===== src/rtl/acpi_seq_pkg.sv =====
package acpi_seq_pkg;
  typedef enum logic [2:0] {
    ST_OFF,
    ST_AMPRST,
    ST_RAMP,
    ST_TT,
    ST_RUN,
    ST_SUSP,
    ST_FAULT
  } seq_state_e;
endpackage


===== src/rtl/acpi_sync.sv =====
module acpi_sync #(
  parameter int WIDTH  = 2,
  parameter int STAGES = 2
) (
  input  logic             clk_i,
  input  logic             rst_ni,
  input  logic [WIDTH-1:0] d_i,
  output logic [WIDTH-1:0] q_o
);
  logic [WIDTH-1:0] stg_q [STAGES];

  always_ff @(posedge clk_i or negedge rst_ni) begin
    if (!rst_ni) begin
      for (int k = 0; k < STAGES; k++) stg_q[k] <= '0;
    end else begin
      stg_q[0] <= d_i;
      for (int k = 1; k < STAGES; k++) stg_q[k] <= stg_q[k-1];
    end
  end

  assign q_o = stg_q[STAGES-1];
endmodule


===== src/rtl/acpi_ss_timer.sv =====
module acpi_ss_timer #(
  parameter int SS_W   = 13,
  parameter int RAMP_W = 8
) (
  input  logic              clk_i,
  input  logic              rst_ni,
  input  logic              run_i,
  output logic              tick_o,
  output logic [RAMP_W-1:0] step_o
);
  logic [SS_W-1:0] cnt_q;

  always_ff @(posedge clk_i or negedge rst_ni) begin
    if (!rst_ni)    cnt_q <= '0;
    else if (run_i) cnt_q <= cnt_q + 1'b1;
    else            cnt_q <= '0;
  end

  // last clock of a soft-start period
  assign tick_o = run_i & (&cnt_q);
  assign step_o = cnt_q[SS_W-1 -: RAMP_W];
endmodule


===== src/rtl/acpi_rail_out.sv =====
module acpi_rail_out
  import acpi_seq_pkg::*;
#(
  parameter int RAMP_W = 8
) (
  input  seq_state_e        state_i,
  input  logic              warm_i,
  input  logic [RAMP_W-1:0] step_i,
  input  logic              inreg_i,
  output logic              amp_rst_o,
  output logic              mem_en_o,
  output logic              ldo_up_en_o,
  output logic              tt_en_o,
  output logic              ldo_lo_en_o,
  output logic [RAMP_W-1:0] mem_ramp_o,
  output logic [RAMP_W-1:0] ldo_ramp_o,
  output logic              pgood_o
);
  localparam logic [RAMP_W-1:0] FULL = '1;

  always_comb begin
    amp_rst_o   = (state_i == ST_AMPRST);
    ldo_up_en_o = (state_i inside {ST_RAMP, ST_TT, ST_RUN});
    mem_en_o    = ldo_up_en_o | (state_i == ST_SUSP);
    tt_en_o     = (state_i inside {ST_TT, ST_RUN});
    ldo_lo_en_o = (state_i == ST_RUN);
    pgood_o     = ldo_lo_en_o & inreg_i;
    ldo_ramp_o  = '0;
    mem_ramp_o  = '0;
    if (state_i == ST_RAMP) begin
      ldo_ramp_o = step_i;
      mem_ramp_o = warm_i ? FULL : step_i;
    end else if (tt_en_o) begin
      ldo_ramp_o = FULL;
      mem_ramp_o = FULL;
    end else if (state_i == ST_SUSP) begin
      mem_ramp_o = FULL;
    end
  end
endmodule


===== src/rtl/acpi_seq_ctrl.sv =====
module acpi_seq_ctrl
  import acpi_seq_pkg::*;
#(
  parameter int SS_W       = 13,
  parameter int RAMP_W     = 8,
  parameter int AMP_CYCLES = 3,
  parameter int SYNC_STG   = 2
) (
  input  logic              clk_i,
  input  logic              rst_ni,
  input  logic              sby_por_i,
  input  logic              p12_por_i,
  input  logic              slp_s3_ni,
  input  logic              slp_s5_ni,
  input  logic              ldo_inreg_i,
  input  logic              uv_mem_i,
  input  logic              uv_ldo_i,
  input  logic              uv_tt_i,
  output logic              amp_rst_o,
  output logic              mem_en_o,
  output logic              ldo_up_en_o,
  output logic              tt_en_o,
  output logic              ldo_lo_en_o,
  output logic [RAMP_W-1:0] mem_ramp_o,
  output logic [RAMP_W-1:0] ldo_ramp_o,
  output logic              pgood_o
);
  localparam int CYC_W = $clog2(AMP_CYCLES + 1);
  localparam logic [CYC_W-1:0] CYC_LAST = CYC_W'(AMP_CYCLES - 1);

  seq_state_e        state_q, state_d;
  logic [1:0]        slp_q;
  logic              s3_hi, s5_hi, por_ok, uv_any;
  logic              ss_tick, warm_q;
  logic [RAMP_W-1:0] ss_step;
  logic [CYC_W-1:0]  cyc_q;

  acpi_sync #(.WIDTH(2), .STAGES(SYNC_STG)) u_sync (
    .clk_i (clk_i),
    .rst_ni(rst_ni),
    .d_i   ({slp_s5_ni, slp_s3_ni}),
    .q_o   (slp_q)
  );

  assign s3_hi  = slp_q[0];
  assign s5_hi  = slp_q[1];
  assign por_ok = sby_por_i & p12_por_i;
  assign uv_any = uv_mem_i | uv_ldo_i | uv_tt_i;

  acpi_ss_timer #(.SS_W(SS_W), .RAMP_W(RAMP_W)) u_tmr (
    .clk_i (clk_i),
    .rst_ni(rst_ni),
    .run_i (state_q inside {ST_AMPRST, ST_RAMP, ST_TT}),
    .tick_o(ss_tick),
    .step_o(ss_step)
  );

  always_comb begin
    state_d = state_q;
    unique case (state_q)
      ST_OFF:    if (s3_hi && s5_hi) state_d = ST_AMPRST;
      ST_AMPRST: if (!(s3_hi && s5_hi)) state_d = ST_OFF;
                 else if (ss_tick && cyc_q == CYC_LAST) state_d = ST_RAMP;
      ST_RAMP:   if (!(s3_hi && s5_hi)) state_d = ST_OFF;
                 else if (ss_tick) state_d = ST_TT;
      ST_TT:     if (!(s3_hi && s5_hi)) state_d = ST_OFF;
                 else if (ss_tick) state_d = ST_RUN;
      ST_RUN:    if (!s5_hi) state_d = ST_OFF;
                 else if (!s3_hi) state_d = ST_SUSP;
                 else if (uv_any) state_d = ST_FAULT;
      ST_SUSP:   if (!s5_hi) state_d = ST_OFF;
                 else if (s3_hi) state_d = ST_RAMP;
      ST_FAULT:  if (!s5_hi) state_d = ST_OFF;
      default:   state_d = ST_OFF;
    endcase
    if (!por_ok) state_d = ST_OFF;
  end

  always_ff @(posedge clk_i or negedge rst_ni) begin
    if (!rst_ni) begin
      state_q <= ST_OFF;
      cyc_q   <= '0;
      warm_q  <= 1'b0;
    end else begin
      state_q <= state_d;
      if (state_q != ST_AMPRST) cyc_q <= '0;
      else if (ss_tick)         cyc_q <= cyc_q + 1'b1;
      // memory rail already up when waking from suspend
      if (state_q == ST_SUSP)     warm_q <= 1'b1;
      else if (state_q == ST_OFF) warm_q <= 1'b0;
    end
  end

  acpi_rail_out #(.RAMP_W(RAMP_W)) u_out (
    .state_i    (state_q),
    .warm_i     (warm_q),
    .step_i     (ss_step),
    .inreg_i    (ldo_inreg_i),
    .amp_rst_o  (amp_rst_o),
    .mem_en_o   (mem_en_o),
    .ldo_up_en_o(ldo_up_en_o),
    .tt_en_o    (tt_en_o),
    .ldo_lo_en_o(ldo_lo_en_o),
    .mem_ramp_o (mem_ramp_o),
    .ldo_ramp_o (ldo_ramp_o),
    .pgood_o    (pgood_o)
  );
endmodule


===== config.mk =====
export PLATFORM = sky130hd
export DESIGN_NAME = acpi_seq_ctrl
export DESIGN_NICKNAME = d
export VERILOG_FILES = /design/src/rtl/acpi_seq_pkg.sv /design/src/rtl/acpi_sync.sv /design/src/rtl/acpi_ss_timer.sv /design/src/rtl/acpi_rail_out.sv /design/src/rtl/acpi_seq_ctrl.sv
export SDC_FILE = /design/constraint.sdc
export NUM_CORES = 1
export LEC_CHECK = 0
export ABC_AREA = 0
export ABC_CLOCK_PERIOD_IN_PS = 2450
export BUFFER_PORTS_ARGS = -buffer_cell sky130_fd_sc_hd__buf_2
export CORE_ASPECT_RATIO = 1.5
export CORE_MARGIN = 10
export CORE_UTILIZATION = 45
export DETAILED_ROUTE_END_ITERATION = 12
export PLACE_DENSITY_LB_ADDON = 0.2
export SYNTH_ARGS = -nofsm -noshare
export SYNTH_HDL_FRONTEND = slang
export SYNTH_HIERARCHICAL = 1
export SYNTH_SLANG_ARGS = --single-unit
export TNS_END_PERCENT = 1

===== constraint.sdc =====
create_clock -name clk_i -period 2.45 [get_ports clk_i]
set_input_delay 0.1225 -clock clk_i [delete_from_list [all_inputs] [get_ports clk_i]]
set_output_delay 0.1225 -clock clk_i [all_outputs]
set_load 0.01 [all_outputs]

Word-level counts from Yosys, hierarchy flattened
Cells that the tools add are included.
{ "totals": {"memories": 0, "latchBits": 0, "out_inout_bits": 22, "in_bits": 10, "regBits": 23, "mem_bits_ro": 0, "wordCells": 65, "ramBits": 0} }
{ "classes": {"bitwise_logic": 6, "multipliers": 0, "shifts": 0, "n_lt_le_gt_ge": 0, "add_sub_neg": 2, "reduce_logical": 10, "eq_ne": 15, "muxes": 26, "div_mod_pow": 0} }
{ "op_table": {"columns": ["operator", "count"], "rows": [
  ["2-to-1 mux 8 bit", 6],
  ["2-to-1 mux 3 bit", 14],
  ["case mux 3 bit (7 select lines)", 1],
  ["adder 13 x 1 -> 13 bit, second input constant", 1],
  ["2-to-1 mux 13 bit", 1],
  ["AND reduction 13 bit", 1],
  ["!= test 4 bit, second input constant", 3],
  ["== test 3 bit, second input constant", 3],
  ["AND reduction 7 bit", 1],
  ["== test 3 x 2 -> 1 bit, second input constant", 2],
  ["!= test 3 bit, second input constant", 2],
  ["nonzero test 2 bit", 3],
  ["nonzero test 3 bit", 2],
  ["!= test 5 bit, second input constant", 1],
  ["2-to-1 mux 2 bit", 2],
  ["!= test 4 x 3 -> 1 bit, second input constant", 1],
  ["bitwise AND 1 bit", 3],
  ["== test 3 x 1 -> 1 bit, second input constant", 1],
  ["zero test 3 bit", 1],
  ["!= test 3 x 1 -> 1 bit, second input constant", 1],
  ["bitwise OR 1 bit", 3],
  ["adder 2 x 1 -> 2 bit, second input constant", 1],
  ["== test 2 bit, second input constant", 1],
  ["logical AND 1 bit", 2],
  ["2-to-1 mux 1 bit", 2]
]} }

Depth between registers and ports, before layout
{ "depth": {"word_depth": 8, "ltp_mapped": 9, "depth_no_buf": 8} }

Modules after synthesis
Netlist, hierarchy kept.
{ "modules_own_cells": {"columns": ["mod", "cells_per_inst", "area_each_um2", "n_inst", "seq_area_each_um2"], "rows": [
  ["acpi_ss_timer", 71, 683.2, 1, 325.3],
  ["acpi_seq_ctrl", 51, 437.9, 1, 150.1],
  ["acpi_rail_out", 47, 266.5, 1, 0.0],
  ["acpi_sync", 6, 115.1, 1, 100.1]
]} }

Least setup slack after synthesis
No wires, ideal clock.
{ "synth_path": {"kind": "reg2reg", "from": "register state_q[1]", "to": "register state_q[1]", "setup_ns": 0.121, "path_stages_with_launch": 10, "slack_ns": 0.298, "path_buffers": 2, "arrival_ns": 2.031, "required_ns": 2.329, "synth_period_minus_slack_ns": 2.152, "cell_sequence": "dfrtp_1 -> clkbuf_1 -> nor2_1 -> nor2_1 -> clkbuf_1 -> and3_1 -> and2_0 -> o32a_1 -> o311ai_1 -> a22o_1"} }
{ "synth_between": {"elab_chain_len": 6, "word_cells_on_any_way": 20, "classes_between": "eq/ne (13); mux (2); bitwise (1); reduce/logical (4)"} }
{ "synth_rtl": {"columns": ["item", "line_no", "rtl"], "rows": [
  ["start: declaration", "acpi_seq_ctrl.sv:31", "seq_state_e state_q, state_d;"],
  ["start signal: assignment", "acpi_seq_ctrl.sv:85", "state_q <= state_d;"],
  ["== test 3 x 1 -> 1 bit or == test 3 x 2 -> 1 bit (tied branches)", "acpi_seq_ctrl.sv:53", ".run_i (state_q inside {ST_AMPRST, ST_RAMP, ST_TT}),"],
  ["nonzero test 3 bit (*)", "acpi_seq_ctrl.sv:53", null],
  ["bitwise AND 1 bit (*)", "acpi_ss_timer.sv:20", "assign tick_o = run_i & (&cnt_q);"],
  ["via ss_tick", "acpi_seq_ctrl.sv:34", "logic ss_tick, warm_q;"],
  ["logical AND 1 bit", "acpi_seq_ctrl.sv:63", "else if (ss_tick && cyc_q == CYC_LAST) state_d = ST_RAMP;"],
  ["!= test 4 x 3 -> 1 bit (no source line)", null, null],
  ["AND reduction 7 bit (no source line) (*)", null, null]
]} }
The timed path passes the listed nets; every way through them passes the cells marked *.
A chain may end at the register's enable or synchronous reset.

Final worst setup path
{ "layout_path": {"from": "register u_tmr.cnt_q[5]", "to": "register state_q[1]"} }
{ "layout_between": {"elab_chain_len": 5, "word_cells_on_any_way": 7, "classes_between": "eq/ne (3); bitwise (1); reduce/logical (3)"} }
{ "layout_rtl": {"columns": ["item", "line_no", "rtl"], "rows": [
  ["start: declaration", "acpi_ss_timer.sv:11", "logic [SS_W-1:0] cnt_q;"],
  ["start signal: assignment", "acpi_ss_timer.sv:15", "else if (run_i) cnt_q <= cnt_q + 1'b1;"],
  ["AND reduction 13 bit (*)", "acpi_ss_timer.sv:20", null],
  ["bitwise AND 1 bit (*)", "acpi_ss_timer.sv:20", null],
  ["via ss_tick", "acpi_seq_ctrl.sv:34", null],
  ["logical AND 1 bit", "acpi_seq_ctrl.sv:63", null],
  ["!= test 4 x 3 -> 1 bit (no source line)", null, null],
  ["AND reduction 7 bit (no source line) (*)", null, null]
]} }
Marks and branches as above.

==> flow_summary.ini <==
[route]
drt_iter0_drc = 61
dr.pass1.iters = 4
drc = 0
final_antenna_net_count = 0
wirelength_um = 3530
route.vias.total = 1338
wl_per_cell_um = 14.6
avgViaCountPerCell = 5.55

[setup_path]
critical_path.cell_chain = nand4_1 -> nor4_2 -> and3_1 -> and2_0 -> o32a_1 -> o311ai_1 -> a22o_1
slowest_delay_ns = 0.45
path_class = reg -> reg
path_max_fanout = 7
slowest_stage = dfrtp_1
critPathArrivalTime_ns = 2.35
crit_required_ns = 2.61
worst_setup_path_end_kind = register
start_kind = register

[synthesis]
synth_seq_cells = 23
synth_commonest_cells = nor2_1, dfrtp_1, a21oi_1
synth-edff-count = 0
synth_warnings = 6
synthArstFlopShare_pct = 100
synth.largest_area_cell = dfrtp_1
synth_fp_nets = 187
synthTopCellsByArea = dfrtp_1, nor2_1, o21ai_2
synth_area_um2 = 1500
yosysTopAreaCellShare_pct = 38.3
synth.avg_cell_area_um2 = 8.59
synth_flop_cell = dfrtp_1
synth_cells = 175
synthDistinctLibCells = 46
synth_most_common_cell = nor2_1
yosysSeqAreaShare_pct = 38.3

[power]
power.density_nw_per_um2 = 400
ir_worst_vdd_v = 0.000375
power_frac_comb_pct = 8.3
intPower_uw = 525
swShare_pct = 23.7
pwr-share-clk_pct = 34.7
p_switching_uw = 163
pwr-share-seq_pct = 57.0
total_leakage_power_nw = 0.775

[placed_design]
dpl_worst_slack_ns = 0.258
portBuffers = 31
dp_hpwl_um = 2680
gp_congestion = 0.851

[clocking]
htreeDepth = 1
cts_inserted_buffers = 3
post-cts-setup-buffers = 0
clock_latency_ns = 0.26
clock-root-buffer = clkbuf_8
cts_buffer_depth = 2
cts_sinks = 23
cts_tree = yes
clk_pin_slew_ns = 0.08

[floorplan]
io_pins = 32
fp.coreArea_um2 = 3190
die-area_um2 = 6100
start_util_pct = 47.1
rows = 25
die_w_um = 67.2
die_h_um = 90.8

[timing]
hold_violations = 0
fin_worst_skew_ns = 0.00205
tns_ns = 0
fin_ws_ns = 0.266
relSlewSlack_pct = 60.3
slew_violations = 0
rsz0062_at_grt = false
period_minus_slack_ns = 2.18
fin_crit_sh_pct = 89.1
setup_violations = 0
worst_slew_pin_slew_ns = 0.596
fmax_mhz = 458

[global_routing]
grt_pass1_vias = 1344
grt_max_degree = 24
track_usage_pct = 11.4
antenna_found_initial = 0
gr-total-overflow = 0
grt_pass1_wl_um = 5790

[worst_hold_path]
holdCritPathClass = in -> reg

[status]
run_status = finished, final reports clean

[flow_run]
maxCapViolations = 0

[final_layout]
diodes = 0
syn2layout_area_growth_pct = 14.3
drive_gt1_share_pct = 26.4
nets = 214
nFillCells = 303
## stage by stage
step	hold WS (ns)	power, mW	instances	area (µm²)	util (%)
floorplan	-0.173	0.430	175	1500	-
global placement	0.125	0.451	234	1640	51.3
detailed placement	0.126	0.454	234	1640	51.3
CTS	0.156	0.697	241	1710	53.6
global route	0.187	0.713	241	1720	53.8
finish	0.160	0.688	241	1720	53.8
## cells by family (layout without fill, tap and decap cells)
family	after synthesis	in the layout	share of synthesized area, %
AO/OA/AOI/OAI	43	43	19.1
XOR/XNOR	5	5	3.41
adder cells (fa/ha/maj)	2	2	1.67
AND/OR/NAND/NOR	70	70	24.6
buffers and inverters	28	54	10.2
multiplexers	4	4	2.66
flip-flops	23	23	38.3
## cell type report
| type | count | area (µm²) | area share (%) |
|---|---|---|---|
| Clock buffer | 4 | 45.0 | 2.62 |
| Inverter | 10 | 37.5 | 2.18 |
| Multi-Input combinational cell | 124 | 779 | 45.4 |
| Sequential cell | 23 | 576 | 33.5 |
| Tap cell | 40 | 50.0 | 2.91 |
| Timing Repair Buffer | 40 | 230 | 13.4 |
## critical path, delay by kind of cell (launching register included)
family,cells,cell delay [ns]
flops,1,0.45
simple gates,4,1.06
compound gates,3,0.57
## power groups by stage
stage | combinational, mW | sequential (mW) | clock, mW
after floorplan | 0.0356 | 0.395 | 0
after global placement | 0.0521 | 0.399 | 0
after detailed placement | 0.0540 | 0.400 | 0
after CTS | 0.0577 | 0.392 | 0.248
after global routing | 0.0651 | 0.393 | 0.255
final | 0.0569 | 0.392 | 0.239
## sequential cells by signal (all words and copies together) (netlist names)
register,count
u_tmr/cnt_q,13
state_q,3
cyc_q,2
u_sync/q_o,2
u_sync/stg_q,2
warm_q,1
## cells in the final DEF, fill, tap and decap left out, types with 3 or more instances in the layout
cell type       n
a21oi_1        14
clkbuf_8        3
xnor2_1         3
o21ai_0         9
buf_2          31
nor2_1         27
dfrtp_1        23
buf_4           6
nand3_1         4
inv_1           9
nand2_1        11
mux2i_1         4
dlygate4sd3_1   3
o21ai_2         9
## worst paths after layout
kind | from | cells past startpoint | to | slack (ns)
worst max-delay path | u_tmr/cnt_q[5] | 7 | state_q[1] | 0.27
worst min-delay path | p12_por_i | 3 | state_q[2] | 0.16
worst max register to register | u_tmr/cnt_q[5] | 7 | state_q[1] | 0.27
worst min register to register | u_sync/stg_q[3] | 0 | u_sync/q_o[1] | 0.35
max in group asynchronous | rst_ni | 2 | u_tmr/cnt_q[10] | 1.77
min in group asynchronous | rst_ni | 2 | u_tmr/cnt_q[3] | 0.35
## per-layer routing
metal | up-vias | track usage, % | routed length (µm)
met1 | 635 | 11.7 | 1380
met3 | 7 | 2.73 | 282
li1 | 655 | - | -
met5 | - | 0 | 0
met4 | 0 | 5.67 | 62
met2 | 41 | 20.2 | 1800
## what timing repair did
item / in CTS / in global routing
hold buffers: 3 / 0
gates resized for setup: 0 / 1
setup endpoints to repair: 0 / 1
endpoints found under the hold margin: 25 / 0
Note: power is estimated with default switching activity, not from simulation.
